`config.mk`:
```
export PLATFORM = sky130hd
export DESIGN_NAME = spi_pm_top
export DESIGN_NICKNAME = d
export VERILOG_FILES = /design/src/rtl/spi_pm_pkg.sv /design/src/rtl/spi_pm_clkgen.sv /design/src/rtl/spi_pm_engine.sv /design/src/rtl/spi_pm_regs.sv /design/src/rtl/spi_pm_top.sv
export SDC_FILE = /design/constraint.sdc
export NUM_CORES = 1
export LEC_CHECK = 0
export ABC_AREA = 1
export ABC_CLOCK_PERIOD_IN_PS = 4130
export BUFFER_PORTS_ARGS = -buffer_cell sky130_fd_sc_hd__clkbuf_2
export CAP_MARGIN = 20
export CORE_MARGIN = 5
export CORE_UTILIZATION = 45
export DETAILED_ROUTE_END_ITERATION = 10
export HOLD_SLACK_MARGIN = 0.08
export PLACE_DENSITY_LB_ADDON = 0.05
export SYNTH_ARGS = -nofsm -noshare
export SYNTH_HDL_FRONTEND = slang
export SYNTH_SLANG_ARGS = --single-unit
```
`constraint.sdc`:
```
create_clock -name clk -period 4.13 [get_ports clk]
set_input_delay 0.413 -clock clk [delete_from_list [all_inputs] [get_ports clk]]
set_output_delay 0.413 -clock clk [all_outputs]
set_load 0.005 [all_outputs]
```
`src/rtl/spi_pm_pkg.sv`:
```
package spi_pm_pkg;
  localparam int REG_W   = 32;
  localparam int ADDR_W  = 3;
  localparam int LIN_W   = 4;
  localparam int EXP_W   = 3;
  localparam int CSN_W   = 3;
  localparam int NUM_CS  = 1 << CSN_W;
  localparam int FRAME_W = 8;
  localparam int BUSY_BIT = 8;

  typedef enum logic [ADDR_W-1:0] {
    A_CFG   = 3'd0,
    A_CTRL  = 3'd1,
    A_TXD   = 3'd2,
    A_RXD   = 3'd3,
    A_CAUSE = 3'd4
  } reg_addr_e;

  // bit 0..3 lin, 4 exp_lo, 5 cpol, 6 cpha, 7 tx_lsb, 8 rx_lsb, 9 blen, 10..11 exp_hi
  typedef struct packed {
    logic [EXP_W-2:0] exp_hi;
    logic             blen;
    logic             rx_lsb;
    logic             tx_lsb;
    logic             cpha;
    logic             cpol;
    logic             exp_lo;
    logic [LIN_W-1:0] lin;
  } cfg_t;

  localparam int CFG_W = $bits(cfg_t);
endpackage

```
`src/rtl/spi_pm_clkgen.sv`:
```
module spi_pm_clkgen #(
  parameter int LIN_W = 4,
  parameter int EXP_W = 3
) (
  input  logic             clk,
  input  logic             rst_n,
  input  logic             run,
  input  logic [LIN_W-1:0] lin,
  input  logic [EXP_W-1:0] expo,
  output logic             tick
);
  localparam int DIV_W = LIN_W + (1 << EXP_W) - 1;

  logic [DIV_W-1:0] div, half, cnt_q, cnt_d;

  always_comb begin
    div  = DIV_W'(lin) << expo;
    half = ((div >> 1) == '0) ? DIV_W'(1) : (div >> 1);
    tick = run && (cnt_q == half - DIV_W'(1));
    cnt_d = (!run || tick) ? '0 : cnt_q + DIV_W'(1);
  end

  always_ff @(posedge clk or negedge rst_n) begin
    if (!rst_n) cnt_q <= '0;
    else        cnt_q <= cnt_d;
  end
endmodule

```
`src/rtl/spi_pm_engine.sv`:
```
module spi_pm_engine #(
  parameter int W = 8
) (
  input  logic         clk,
  input  logic         rst_n,
  input  logic         start,
  input  logic         tick,
  input  logic         cpol,
  input  logic         cpha,
  input  logic         tx_lsb,
  input  logic         rx_lsb,
  input  logic [W-1:0] tx_data,
  input  logic         miso,
  output logic         busy,
  output logic         sclk,
  output logic         mosi,
  output logic         done,
  output logic [W-1:0] rx_data
);
  localparam int EDGES  = 2 * W;
  localparam int EDGE_W = $clog2(EDGES);
  localparam int IDX_W  = $clog2(W);

  logic              busy_q, busy_d, sclk_q, sclk_d, mosi_q, mosi_d;
  logic [EDGE_W-1:0] edge_q, edge_d;
  logic [IDX_W-1:0]  idx_q, idx_d;
  logic [W-1:0]      tx_q, tx_d, rx_q, rx_d;
  logic              sample, last;

  function automatic logic pick(input logic [W-1:0] d, input logic lsb,
                                input logic [IDX_W-1:0] i);
    return lsb ? d[i] : d[(W-1) - int'(i)];
  endfunction

  always_comb begin
    busy_d = busy_q;
    sclk_d = sclk_q;
    mosi_d = mosi_q;
    edge_d = edge_q;
    idx_d  = idx_q;
    tx_d   = tx_q;
    rx_d   = rx_q;
    sample = tick && (edge_q[0] == cpha);
    last   = tick && (edge_q == EDGE_W'(EDGES - 1));
    if (start) begin
      busy_d = 1'b1;
      sclk_d = cpol;
      edge_d = '0;
      tx_d   = tx_data;
      rx_d   = '0;
      if (!cpha) begin
        mosi_d = pick(tx_data, tx_lsb, '0);
        idx_d  = IDX_W'(1);
      end else begin
        idx_d  = '0;
      end
    end else if (tick) begin
      sclk_d = ~sclk_q;
      edge_d = edge_q + EDGE_W'(1);
      if (sample) begin
        rx_d = rx_lsb ? {miso, rx_q[W-1:1]} : {rx_q[W-2:0], miso};
      end else begin
        mosi_d = pick(tx_q, tx_lsb, idx_q);
        idx_d  = idx_q + IDX_W'(1);
      end
      if (last) busy_d = 1'b0;
    end
  end

  always_ff @(posedge clk or negedge rst_n) begin
    if (!rst_n) begin
      busy_q <= 1'b0;
      sclk_q <= 1'b0;
      mosi_q <= 1'b0;
      edge_q <= '0;
      idx_q  <= '0;
      tx_q   <= '0;
      rx_q   <= '0;
    end else begin
      busy_q <= busy_d;
      sclk_q <= sclk_d;
      mosi_q <= mosi_d;
      edge_q <= edge_d;
      idx_q  <= idx_d;
      tx_q   <= tx_d;
      rx_q   <= rx_d;
    end
  end

  assign busy    = busy_q;
  assign sclk    = busy_q ? sclk_q : cpol;
  assign mosi    = mosi_q;
  assign done    = last;
  assign rx_data = rx_q;
endmodule

```
`src/rtl/spi_pm_regs.sv`:
```
module spi_pm_regs
  import spi_pm_pkg::*;
(
  input  logic               clk,
  input  logic               rst_n,
  input  logic               bus_wr,
  input  logic [ADDR_W-1:0]  bus_addr,
  input  logic [REG_W-1:0]   bus_wdata,
  output logic [REG_W-1:0]   bus_rdata,
  input  logic               busy,
  input  logic               done,
  input  logic [FRAME_W-1:0] rx_data,
  output cfg_t               cfg,
  output logic [CSN_W-1:0]   cs_num,
  output logic               cs_en,
  output logic               cause,
  output logic               start
);
  cfg_t             cfg_q, cfg_d;
  logic [CSN_W-1:0] num_q, num_d;
  logic             en_q, en_d, cause_q, cause_d;
  logic             wr_cfg, wr_ctrl, wr_txd, wr_cause;

  always_comb begin
    wr_cfg   = bus_wr && (bus_addr == A_CFG);
    wr_ctrl  = bus_wr && (bus_addr == A_CTRL);
    wr_txd   = bus_wr && (bus_addr == A_TXD);
    wr_cause = bus_wr && (bus_addr == A_CAUSE);
    cfg_d    = wr_cfg  ? cfg_t'(bus_wdata[CFG_W-1:0]) : cfg_q;
    num_d    = wr_ctrl ? bus_wdata[CSN_W-1:0] : num_q;
    en_d     = wr_ctrl ? bus_wdata[CSN_W] : en_q;
    if (done)          cause_d = 1'b1;
    else if (wr_cause) cause_d = cause_q & bus_wdata[0];
    else               cause_d = cause_q;
    start = wr_txd && !busy && (cfg_q.lin != '0);
  end

  always_ff @(posedge clk or negedge rst_n) begin
    if (!rst_n) begin
      cfg_q   <= '0;
      num_q   <= '0;
      en_q    <= 1'b0;
      cause_q <= 1'b0;
    end else begin
      cfg_q   <= cfg_d;
      num_q   <= num_d;
      en_q    <= en_d;
      cause_q <= cause_d;
    end
  end

  always_comb begin
    bus_rdata = '0;
    case (bus_addr)
      A_CFG:   bus_rdata[CFG_W-1:0] = cfg_q;
      A_CTRL: begin
        bus_rdata[CSN_W-1:0] = num_q;
        bus_rdata[CSN_W]     = en_q;
        bus_rdata[BUSY_BIT]  = busy;
      end
      A_RXD:   bus_rdata[FRAME_W-1:0] = rx_data;
      A_CAUSE: bus_rdata[0] = cause_q;
      default: bus_rdata = '0;
    endcase
  end

  assign cfg    = cfg_q;
  assign cs_num = num_q;
  assign cs_en  = en_q;
  assign cause  = cause_q;
endmodule

```
`src/rtl/spi_pm_top.sv`:
```
module spi_pm_top
  import spi_pm_pkg::*;
(
  input  logic               clk,
  input  logic               rst_n,
  input  logic               bus_wr,
  input  logic [ADDR_W-1:0]  bus_addr,
  input  logic [REG_W-1:0]   bus_wdata,
  output logic [REG_W-1:0]   bus_rdata,
  output logic               sclk,
  output logic               mosi,
  input  logic               miso,
  output logic [NUM_CS-1:0]  cs_n
);
  cfg_t               cfg;
  logic [CSN_W-1:0]   cs_num;
  logic               cs_en, cause, start, busy, done, tick;
  logic [FRAME_W-1:0] rx_data;

  spi_pm_regs i_regs (
    .clk, .rst_n, .bus_wr, .bus_addr, .bus_wdata, .bus_rdata,
    .busy, .done, .rx_data, .cfg, .cs_num, .cs_en, .cause, .start
  );

  spi_pm_clkgen #(.LIN_W(LIN_W), .EXP_W(EXP_W)) i_clkgen (
    .clk, .rst_n, .run(busy), .lin(cfg.lin),
    .expo({cfg.exp_hi, cfg.exp_lo}), .tick
  );

  spi_pm_engine #(.W(FRAME_W)) i_engine (
    .clk, .rst_n, .start, .tick,
    .cpol(cfg.cpol), .cpha(cfg.cpha), .tx_lsb(cfg.tx_lsb), .rx_lsb(cfg.rx_lsb),
    .tx_data(bus_wdata[FRAME_W-1:0]), .miso,
    .busy, .sclk, .mosi, .done, .rx_data
  );

  for (genvar g = 0; g < NUM_CS; g++) begin : g_cs
    assign cs_n[g] = !(cs_en && (cs_num == CSN_W'(g)));
  end
endmodule

```
## Word-level counts from Yosys, hierarchy flattened

Index checks and enable logic that the tools add are counted.

- Register bits after elaboration: 54
- Bits in latches: 0
- Bits in writable memories: 0
- Memory bits (read-only): 0
- Word-level logic and storage cells: 120
- Memories kept: 0

- Add/subtract/negate cells: 5
- $mul: 0
- Divide/modulo/power cells: 0
- Magnitude comparators: 2
- Equal/unequal tests: 16
- Shift operators: 1
- Muxes and demuxes: 36
- Bitwise logic cells: 2
- Reduce and logical (&&, ||, !) cells: 39

Operators by type and width:

| operator | number |
|---|---|
| less-than comparator 32 x 5 -> 1 bit (second input constant) | 1 |
| two-way mux 8 bit | 4 |
| two-way mux 1 bit | 18 |
| logical AND 1 bit | 17 |
| equality test 3 bit (second input constant) | 5 |
| equality test 3 x 2 -> 1 bit (second input constant) | 4 |
| two-way mux 3 bit | 4 |
| adder 11 x 1 -> 11 bit (second input constant) | 1 |
| equality test 11 bit | 1 |
| logical NOT 11 bit | 1 |
| two-way mux 11 bit | 1 |
| << shifter 4 x 3 -> 11 bit | 1 |
| subtractor 11 x 1 -> 11 bit (second input constant) | 1 |
| two-way mux 10 bit | 1 |
| logical NOT 1 bit | 9 |
| one-hot mux 3 bit (3 select lines) | 1 |
| two-way mux 4 bit | 2 |
| one-hot mux 4 bit (2 select lines) | 1 |
| nonzero test 2 bit | 4 |
| binary-select mux 1 bit (select 3 bit) | 2 |
| equality test 3 x 1 -> 1 bit (second input constant) | 2 |
| logical NOT 3 bit | 2 |
| AND reduction 2 bit | 3 |
| adder 4 x 1 -> 4 bit (second input constant) | 1 |
| 14 further kinds | 14 |

## Depth between registers and ports, before layout

Gate-level depths: netlist of run 1.

- Depth after elaboration: 10
- Mapped depth: 28
- Mapped depth without buffers: 27

## Cells and area by module

Synthesis of run 1 repeated with hierarchy kept, for this count alone.

- Cell total of the unflattened synthesis: 524
- Area total of the unflattened synthesis: 3803.6 µm²

Modules (own cells, without submodules):

| module | times used | cells an instance | area each (µm²) |
|---|---|---|---|
| spi_pm_engine | 1 | 181 | 1391.3 |
| spi_pm_clkgen | 1 | 167 | 1193.6 |
| spi_pm_regs | 1 | 157 | 1144.8 |
| spi_pm_top | 1 | 19 | 73.8 |

## Least setup slack after synthesis of run 1

OpenSTA, ideal clock, no wires.

- Path kind: reg2reg
- From: register i_regs.cfg_q, in the netlist i_regs.cfg[4]
- To: register i_clkgen.cnt_q[2]
- Library setup time: 0.121 ns
- Data arrival time: 2.753 ns
- Slack: 1.257 ns
- Stages on the path, launching flop included: 22
- Buffers on the path: 1
- Period minus slack after synthesis: 2.873 ns
- Path through: dfrtp_1 inv_2 nand2_2 nand3_1 nand3_1 nand2_1 inv_2 nand3_4 nand2_1 inv_1 ha_1 nand2_1 nor2_1 nand4_1 nor2_1 xor2_1 nor2_1 nand3_2 nor3_4 or2_4 buf_12 nor2_2

- Cells in the longest elaborated chain, start to end: 8

Ends and longest elaborated chain:

| element | RTL line | RTL |
|---|---|---|
| start, declared | spi_pm_regs.sv:19 | `cfg_t cfg_q, cfg_d;` |
| start signal, assigned | spi_pm_regs.sv:45 | `cfg_q <= cfg_d;` |
| << shifter 4 x 3 -> 11 bit * | spi_pm_clkgen.sv:17 | `div = DIV_W'(lin) << expo;` |
| logical NOT 11 bit | spi_pm_clkgen.sv:18 | `half = ((div >> 1) == '0) ? DIV_W'(1) : (div >> 1);` |
| two-way mux 10 bit * | spi_pm_clkgen.sv:18 |  |
| subtractor 11 x 1 -> 11 bit * | spi_pm_clkgen.sv:19 | `tick = run && (cnt_q == half - DIV_W'(1));` |
| equality test 11 bit * | spi_pm_clkgen.sv:19 |  |
| logical AND 1 bit * | spi_pm_clkgen.sv:19 |  |
| logical OR 1 bit * | spi_pm_clkgen.sv:20 | `cnt_d = (!run \|\| tick) ? '0 : cnt_q + DIV_W'(1);` |
| two-way mux 11 bit * | spi_pm_clkgen.sv:20 |  |
| net i_clkgen.cnt_d[2] | spi_pm_clkgen.sv:14 | `logic [DIV_W-1:0] div, half, cnt_q, cnt_d;` |
| end signal, assigned | spi_pm_clkgen.sv:25 | `else cnt_q <= cnt_d;` |
| end, declared | spi_pm_clkgen.sv:14 |  |

The timed path passes the listed nets; every way through them passes the cells marked *.
A chain may end at the register's enable or synchronous reset.

## Worst setup path in the final report of run 1

- From: register i_regs.cfg_q, in the netlist i_regs.cfg[10]
- To: register i_engine.idx_q[1]

- Cells in the longest elaborated chain, start to end: 9
- Elaborated cells on any way between the ends: 10
- Classes of those cells: 1 x add/sub; 2 x eq/ne; 1 x shift; 1 x mux; 5 x reduce/logical

Ends and longest elaborated chain:

| element | RTL line | RTL |
|---|---|---|
| << shifter 4 x 3 -> 11 bit * | spi_pm_clkgen.sv:17 |  |
| logical NOT 11 bit | spi_pm_clkgen.sv:18 |  |
| two-way mux 10 bit * | spi_pm_clkgen.sv:18 |  |
| subtractor 11 x 1 -> 11 bit * | spi_pm_clkgen.sv:19 |  |
| equality test 11 bit * | spi_pm_clkgen.sv:19 |  |
| logical AND 1 bit * | spi_pm_clkgen.sv:19 |  |
| logical AND 1 bit | spi_pm_engine.sv:43 | `sample = tick && (edge_q[0] == cpha);` |
| != test 2 x 1 -> 1 bit (no line) | - |  |
| AND reduction 2 bit (no line) * | - |  |
| end signal, assigned | spi_pm_engine.sv:84 | `idx_q <= idx_d;` |
| end, declared | spi_pm_engine.sv:26 | `logic [IDX_W-1:0] idx_q, idx_d;` |

Every way passes the cells marked *; elsewhere a longest branch is shown, timed or not.

==> results.md, run 1 <==
* Status: complete, no violations
* Clock Sink Count at 54
* Worst vdd ir at 0.282 mV
* Final ANT Viol Nets at 0
* Share of flip-flops with an asynchronous set or reset at 100%
* Residual DRC at 0
* Syn Std Cell Area at 3610 µm²
* # H-tree levels at 2
* Port bufs at 40
* Most frequent CP cell: nand2_1
* Final Wtd Congestion at 0.885
* Post-DP HPWL at 6.57 mm
* Leak at 1.99 nW
* Design Power at 2.04 mW
* Fmax at 279 MHz
* Drt initial violations at 132
* Setup TNS at 0 ns
* Core area at 7770 µm²
* Final Non-Filler Cells at 634
* Chip Height at 99.5 µm
* Vias in the first global route at 3155
* Worst-path cell chain: inv_1 -> nand3_1 -> nand3_1 -> nand2_1 -> inv_2 -> nand3_4 -> nand2_1 -> inv_1 -> ha_1 -> nand2_1 -> nor2_1 -> nand4_1 -> xor2_1 -> nand3_1 -> nor2_1 -> nand3_1 -> nand2_1 -> nand2_1 -> nand2_1 -> o21ai_0
* Total grt overflow at 0
* Drt pass-1 iters at 5
* DR vias/cell at 5.02
* CTS tree: built
* Mean routed wirelength per cell at 13.6 µm
* Power per cell area at 522 nW/µm²
* Actual slew at the worst max-slew pin at 0.806 ns
* Crit end category: register
* FF-to-FF setup slack at 0.54 ns
* Largest net degree at the start of global routing at 35
* Most common flop cell mapped by yosys: dfrtp_1
* Reg-to-Reg Start: i_regs.cfg[10]
* Buffers and inverters on the worst path at 3
* Unique masters post-synth at 37
* Worst min-delay path class: input pin to register
* RSZ-0062 raised after global routing: no
* Hold path endpoint: i_regs.cfg[8]
* Nets@finish at 574
* GRT Util Overall at 18.5%
* Area growth syn-to-layout at 8.25%
* Min-delay src: bus_wdata[8]
* # IOs at 81
* Yosys warns at 0
* Final core utilization at 50.3%
* Avg Cell Area, Syn at 7.29 µm²
* Number of CTS-inserted buffers at 5
* Most common cell after layout, fill and taps aside: nand2_1
* Count of final setup violators at 0
* Setup Skew at 0.0110 ns
* Clk Latency, worst-skew pair at 0.31 ns
* CTS root buffer: clkbuf_8
* Synth Register Bits at 54
* Worst EP arrival at 3.79 ns
* Largest delay share family, worst path: simple AND/OR/NAND/NOR gates
* Yosys top cell by area: dfrtp_1
* DR vias at 3184
* Max FO, Critical Path at 11
* DIE AREA at 9910 µm²
* Levels on crit path at 20
* Slew Limit Fails at 0
* Hold Path Stages at 2
* Synth top area cells: dfrtp_1, nand2_1, o21ai_0, inv_1, nand3_1
* Max incr delay on CP at 0.46 ns
* Top-area cell type share of the netlist area at 37.4%
* Maximum clock insertion buffer count at 2
* Reg clk slew, reported paths at 0.10 ns
* Placed cells at 625
* Slowest-stage cell, CP: dfrtp_1
* Crit path required time at 4.33 ns
* Antenna cells at 0
* R2R depth at 20
* Leading cell types in the layout, fill and taps excluded: nand2_1, inv_1, dfrtp_1, o21ai_0, nand3_1
* CP Class: register to register
* Initial Util at 46.5%
* Fin crit period at 3.59 ns
* Postcts setup bufs at 0
* Layout cells sized above 1 at 15.4%
* Die width at 99.5 µm
* Reg2reg end: i_engine.idx_q[1]
* Final WL at 8.61 mm
* Fin crit share at 86.8%
* # rows at 32
* CP Launch Type: register
* Final hold slack at 0.341 ns
* Final Hold Fails at 0
* Synthesized instance count at 495
* Initial antenna violation count at 0
* First-pass GRT wire length at 14.9 mm
* Post-synthesis sequential area ratio at 37.4%
* Max transition margin at 45.9%
* Post-synth EDFFs at 0
* Total of max-cap violations at 0
## kinds of logic (layout without fill, tap and decap cells)
| group | after synthesis | after routing | share of synthesized area (%) |
|---|---|---|---|
| buffers and inverters | 94 | 112 | 12.5 |
| other | 1 | 20 | 0.104 |
| DFF | 54 | 54 | 37.4 |
| muxes | 2 | 2 | 0.624 |
| AOI/OAI and AO/OA | 73 | 73 | 11.1 |
| xor gates and xnor gates | 22 | 22 | 5.34 |
| and+or+nand+nor | 245 | 245 | 31.5 |
| adders and majority gates | 4 | 4 | 1.39 |
## metrics by stage
| step | area [µm²] | worst slack, ns |
|---|---|---|
| floorplan | 3680 | 1.26 |
| global placement | 3800 | 0.620 |
| detailed placement | 3800 | 0.566 |
| CTS | 3910 | 0.553 |
| global route | 3910 | 0.0171 |
| finish | 3910 | 0.545 |
## worst max-delay path by stage
stage,from,end,slack (ns)
after floorplan,i_regs.cfg[4],i_clkgen.cnt_q[2],1.26
after CTS,i_regs.cfg[10],i_engine.idx_q[1],0.55
after global routing,i_regs.cfg[10],i_engine.idx_q[2],0.02
after detailed placement,i_regs.cfg[10],i_engine.idx_q[1],0.57
final,i_regs.cfg[10],i_engine.idx_q[1],0.54
after global placement,i_regs.cfg[10],i_engine.idx_q[1],0.62
## timing repair
action / in CTS / in global routing
hold buffers: 1 / 0
gates resized for setup: 0 / 0
hold endpoints to repair: 12 / 0
## area by class of cell
cell class	count	area [µm²]
Inverter	60	225
Sequential cell	54	1350
Tap cell	102	128
Fill cell	808	3860
Clock inverter	1	5.00
Timing Repair Buffer	44	233
Multi-Input combinational cell	366	1880
Clock buffer	7	86.3
## sequential cells by signal (all words and copies together) (netlist names)
name,cells
i_engine.busy,1
i_regs.cs_en,1
i_engine.tx_q,8
i_engine.idx_q,3
i_regs.cause,1
i_regs.cs_num,3
i_engine.rx_data,8
i_engine.sclk_q,1
i_engine.edge_q,4
i_engine.mosi,1
i_clkgen.cnt_q,11
i_regs.cfg,12
## layer usage
layer,part of all wire [%],wire (µm),GRT usage (%)
met5,0,0,0
met3,3.1,264,3.86
met2,47,4050,30.7
met1,48,4150,24.4
met4,1.7,148,5.25
## synthesized netlist by cell type (3+ instances only)
| cell | n |
|---|---|
| nand3_1 | 41 |
| xor2_1 | 17 |
| buf_4 | 21 |
| nand2_2 | 5 |
| nor2_1 | 34 |
| inv_2 | 4 |
| clkbuf_1 | 10 |
| xnor2_1 | 5 |
| a21oi_1 | 13 |
| nand3_2 | 3 |
| nor2_2 | 13 |
| nand2_1 | 117 |
| o21ai_0 | 46 |
| nand4_1 | 22 |
| o22ai_1 | 3 |
| dfrtp_1 | 54 |
| nor3_1 | 3 |
| ha_1 | 4 |
| o221ai_1 | 4 |
| inv_1 | 56 |
## report_power, final
group,internal (mW),switching (mW),total [mW]
Clock,0.136,0.173,0.309
Combinational,0.323,0.541,0.864
Sequential,0.680,0.185,0.866
Power figures use the tool's default switching activity.
==> run 2, diff against run 1 <==
--- a/config.mk
+++ b/config.mk
@@ -6,11 +6,11 @@
 export NUM_CORES = 1
 export LEC_CHECK = 0
 export ABC_AREA = 1
-export ABC_CLOCK_PERIOD_IN_PS = 4130
+export ABC_CLOCK_PERIOD_IN_PS = 3300
 export BUFFER_PORTS_ARGS = -buffer_cell sky130_fd_sc_hd__clkbuf_2
 export CAP_MARGIN = 20
 export CORE_MARGIN = 5
-export CORE_UTILIZATION = 45
+export CORE_UTILIZATION = 35
 export DETAILED_ROUTE_END_ITERATION = 10
 export HOLD_SLACK_MARGIN = 0.08
 export PLACE_DENSITY_LB_ADDON = 0.05
==> constraint.sdc (replaced) <==
create_clock -name clk -period 3.3 [get_ports clk]
set_input_delay 0.33 -clock clk [delete_from_list [all_inputs] [get_ports clk]]
set_output_delay 0.33 -clock clk [all_outputs]
set_load 0.005 [all_outputs]
==> results.md, run 2 (synthesized netlist as in run 1, its figures left out) <==
* GRT Util Overall at 14.9%
* CTS tree: built
* Die width at 112 µm
* Most frequent CP cell: nand2_2
* Most common cell after layout, fill and taps aside: nand2_1
* Leading cell types in the layout, fill and taps excluded: nand2_1, inv_1, dfrtp_1, o21ai_0, clkbuf_2
* Drt pass-1 iters at 4
* Metal3 WL at 278 µm
* DR vias/cell at 4.71
* Drt initial violations at 172
* Nets@finish at 604
* CTS root buffer: clkbuf_8
* Largest delay share family, worst path: simple AND/OR/NAND/NOR gates
* CP Class: register to register
* Worst vdd ir at 0.299 mV
* Internal power at 1.56 mW
* Max transition margin at 41.6%
* Reg clk slew, reported paths at 0.10 ns
* Post-route cell area at 4290 µm²
* DR vias at 3285
* DR top layer: met4
* Seq pwr share at 38.2%
* Status: complete, no violations
* Fillers at 1093
* R2R depth at 26
* FF-to-FF setup slack at 0.25 ns
* Reg2reg end: i_engine.rx_data[6]
* Fin crit period at 3.05 ns
* Buffers and inverters on the worst path at 7
* # H-tree levels at 2
* Largest register FFs at 12
* DIE AREA at 12400 µm²
* Final Hold Fails at 0
* Worst Setup SP: i_regs.cfg[4]
* Worst slack, placed at 0.103 ns
* Actual slew at the worst max-slew pin at 0.877 ns
* Final ANT Viol Nets at 0
* # IOs at 81
* DP Area at 4050 µm²
* Clk Latency, worst-skew pair at 0.31 ns
* Count of final setup violators at 0
* Crit end category: register
* Reg-to-Reg Start: i_regs.cfg[4]
* First-pass GRT wire length at 15.3 mm
* Post-DP HPWL at 7.29 mm
* Routed metal-1 wirelength at 4.37 mm
* Final Wtd Congestion at 0.803
* Layout cells sized above 1 at 25.1%
* # rows at 37
* Wire length on met2 at 4.62 mm
* Setup Skew at 0.0137 ns
* Crit path required time at 3.50 ns
* Final setup margin at 0.253 ns
* Post-CTS Hold Fix Bufs at 0
* Initial Util at 35.4%
* Area growth syn-to-layout at 18.9%
* Final hold slack at 0.133 ns
* Largest net degree at the start of global routing at 35
* Chip Height at 112 µm
* Worst EP arrival at 3.25 ns
* Port bufs at 40
* Clk network pwr share at 13.0%
* Net Sw Frac at 43.7%
* Fmax at 328 MHz
* Total grt overflow at 0
* RSZ-0062 raised after global routing: yes
* Core area at 10200 µm²
* Leak at 2.14 nW
* Mean routed wirelength per cell at 13.6 µm
* Max incr delay on CP at 0.48 ns
* Residual DRC at 0
* Number of CTS-inserted buffers at 5
* Maximum clock insertion buffer count at 2
* Net switching power at 1.21 mW
* Combinational share of power at 48.8%
* Initial antenna violation count at 0
* Max FO, Critical Path at 8
* Final WL at 9.45 mm
* Worst min-delay path class: input pin to async pin
* Antenna cells at 0
* Slowest-stage cell, CP: dfrtp_2
* Power per cell area at 644 nW/µm²
* Fin crit share at 92.3%
* Levels on crit path at 26
* Setup crit end: i_engine.rx_data[6]
* Total of max-cap violations at 0
* Vias in the first global route at 3191
* CP Launch Type: register
* Clock Sink Count at 54
* Slew Limit Fails at 0
run 2: power groups by stage:
stage               Sequential (mW)  Clock [mW]  Combinational (mW)
finish                         1.06       0.359                1.35
global route                   1.09       0.408                1.53
CTS                            1.06       0.381                1.25
detailed placement             1.07           0                1.25
global placement               1.06           0                1.23
floorplan                     0.996           0               0.932
run 2: cell type report:
type | instances | area, µm² | share of cell area, %
multi-input cells | 366 | 1990 | 46.4
inverters | 60 | 230 | 5.36
repair buffers | 74 | 467 | 10.9
well taps | 136 | 170 | 3.97
clock inverters | 1 | 7.51 | 0.175
clock buffers | 6 | 72.6 | 1.69
flip-flops and latches | 54 | 1350 | 31.5
run 2: worst reg2reg max path, stage by stage, from the launching register on:
cell and delay [ns]:
dfrtp_2 0.48, inv_4 0.10, nand2_2 0.05, nand3_1 0.12
nand3_2 0.12, nand2_2 0.10, inv_2 0.05, nand3_4 0.08
nand2_4 0.06, inv_4 0.06, ha_4 0.13, nand2_2 0.06
nor2_4 0.12, buf_6 0.11, nand2_1 0.06, nand2_2 0.11
nand2_2 0.06, nand2_2 0.06, nand2_1 0.05, inv_1 0.06
nand3_2 0.09, nor2_4 0.13, buf_6 0.11, nand4_1 0.22
buf_6 0.24, nand3_1 0.06, nand2_1 0.07
run 2: timing repair:
action,in CTS,in global routing
setup buffers,0,4
gates resized for setup,0,39
setup endpoints to repair,0,30
run 2: through the flow:
step	total power, mW	utilization, %	setup TNS, ns	std cells
floorplan	1.93	-	0	514
global placement	2.30	39.8	0	686
detailed placement	2.32	39.8	0	686
CTS	2.69	40.6	0	693
global route	3.03	42.1	-0.641	697
finish	2.76	42.1	0	697
run 2: per-layer routing:
layer / GRT usage, % / vias to the layer above
met2: 24.5 / 51
met3: 2.50 / 14
met5: 0 / -
li1: - / 1704
met4: 4.62 / 0
met1: 20.1 / 1516
run 2: worst min path at each step:
| stage | end | slack (ns) | cells past startpoint |
|---|---|---|---|
| after CTS | i_engine.rx_data[1] | 0.16 | 1 |
| after detailed placement | i_engine.mosi | 0.47 | 2 |
| after floorplan | i_clkgen.cnt_q[0] | 0.03 | 0 |
| after global routing | i_engine.rx_data[1] | 0.22 | 1 |
| final | i_engine.rx_data[2] | 0.13 | 1 |
| after global placement | i_engine.mosi | 0.46 | 2 |
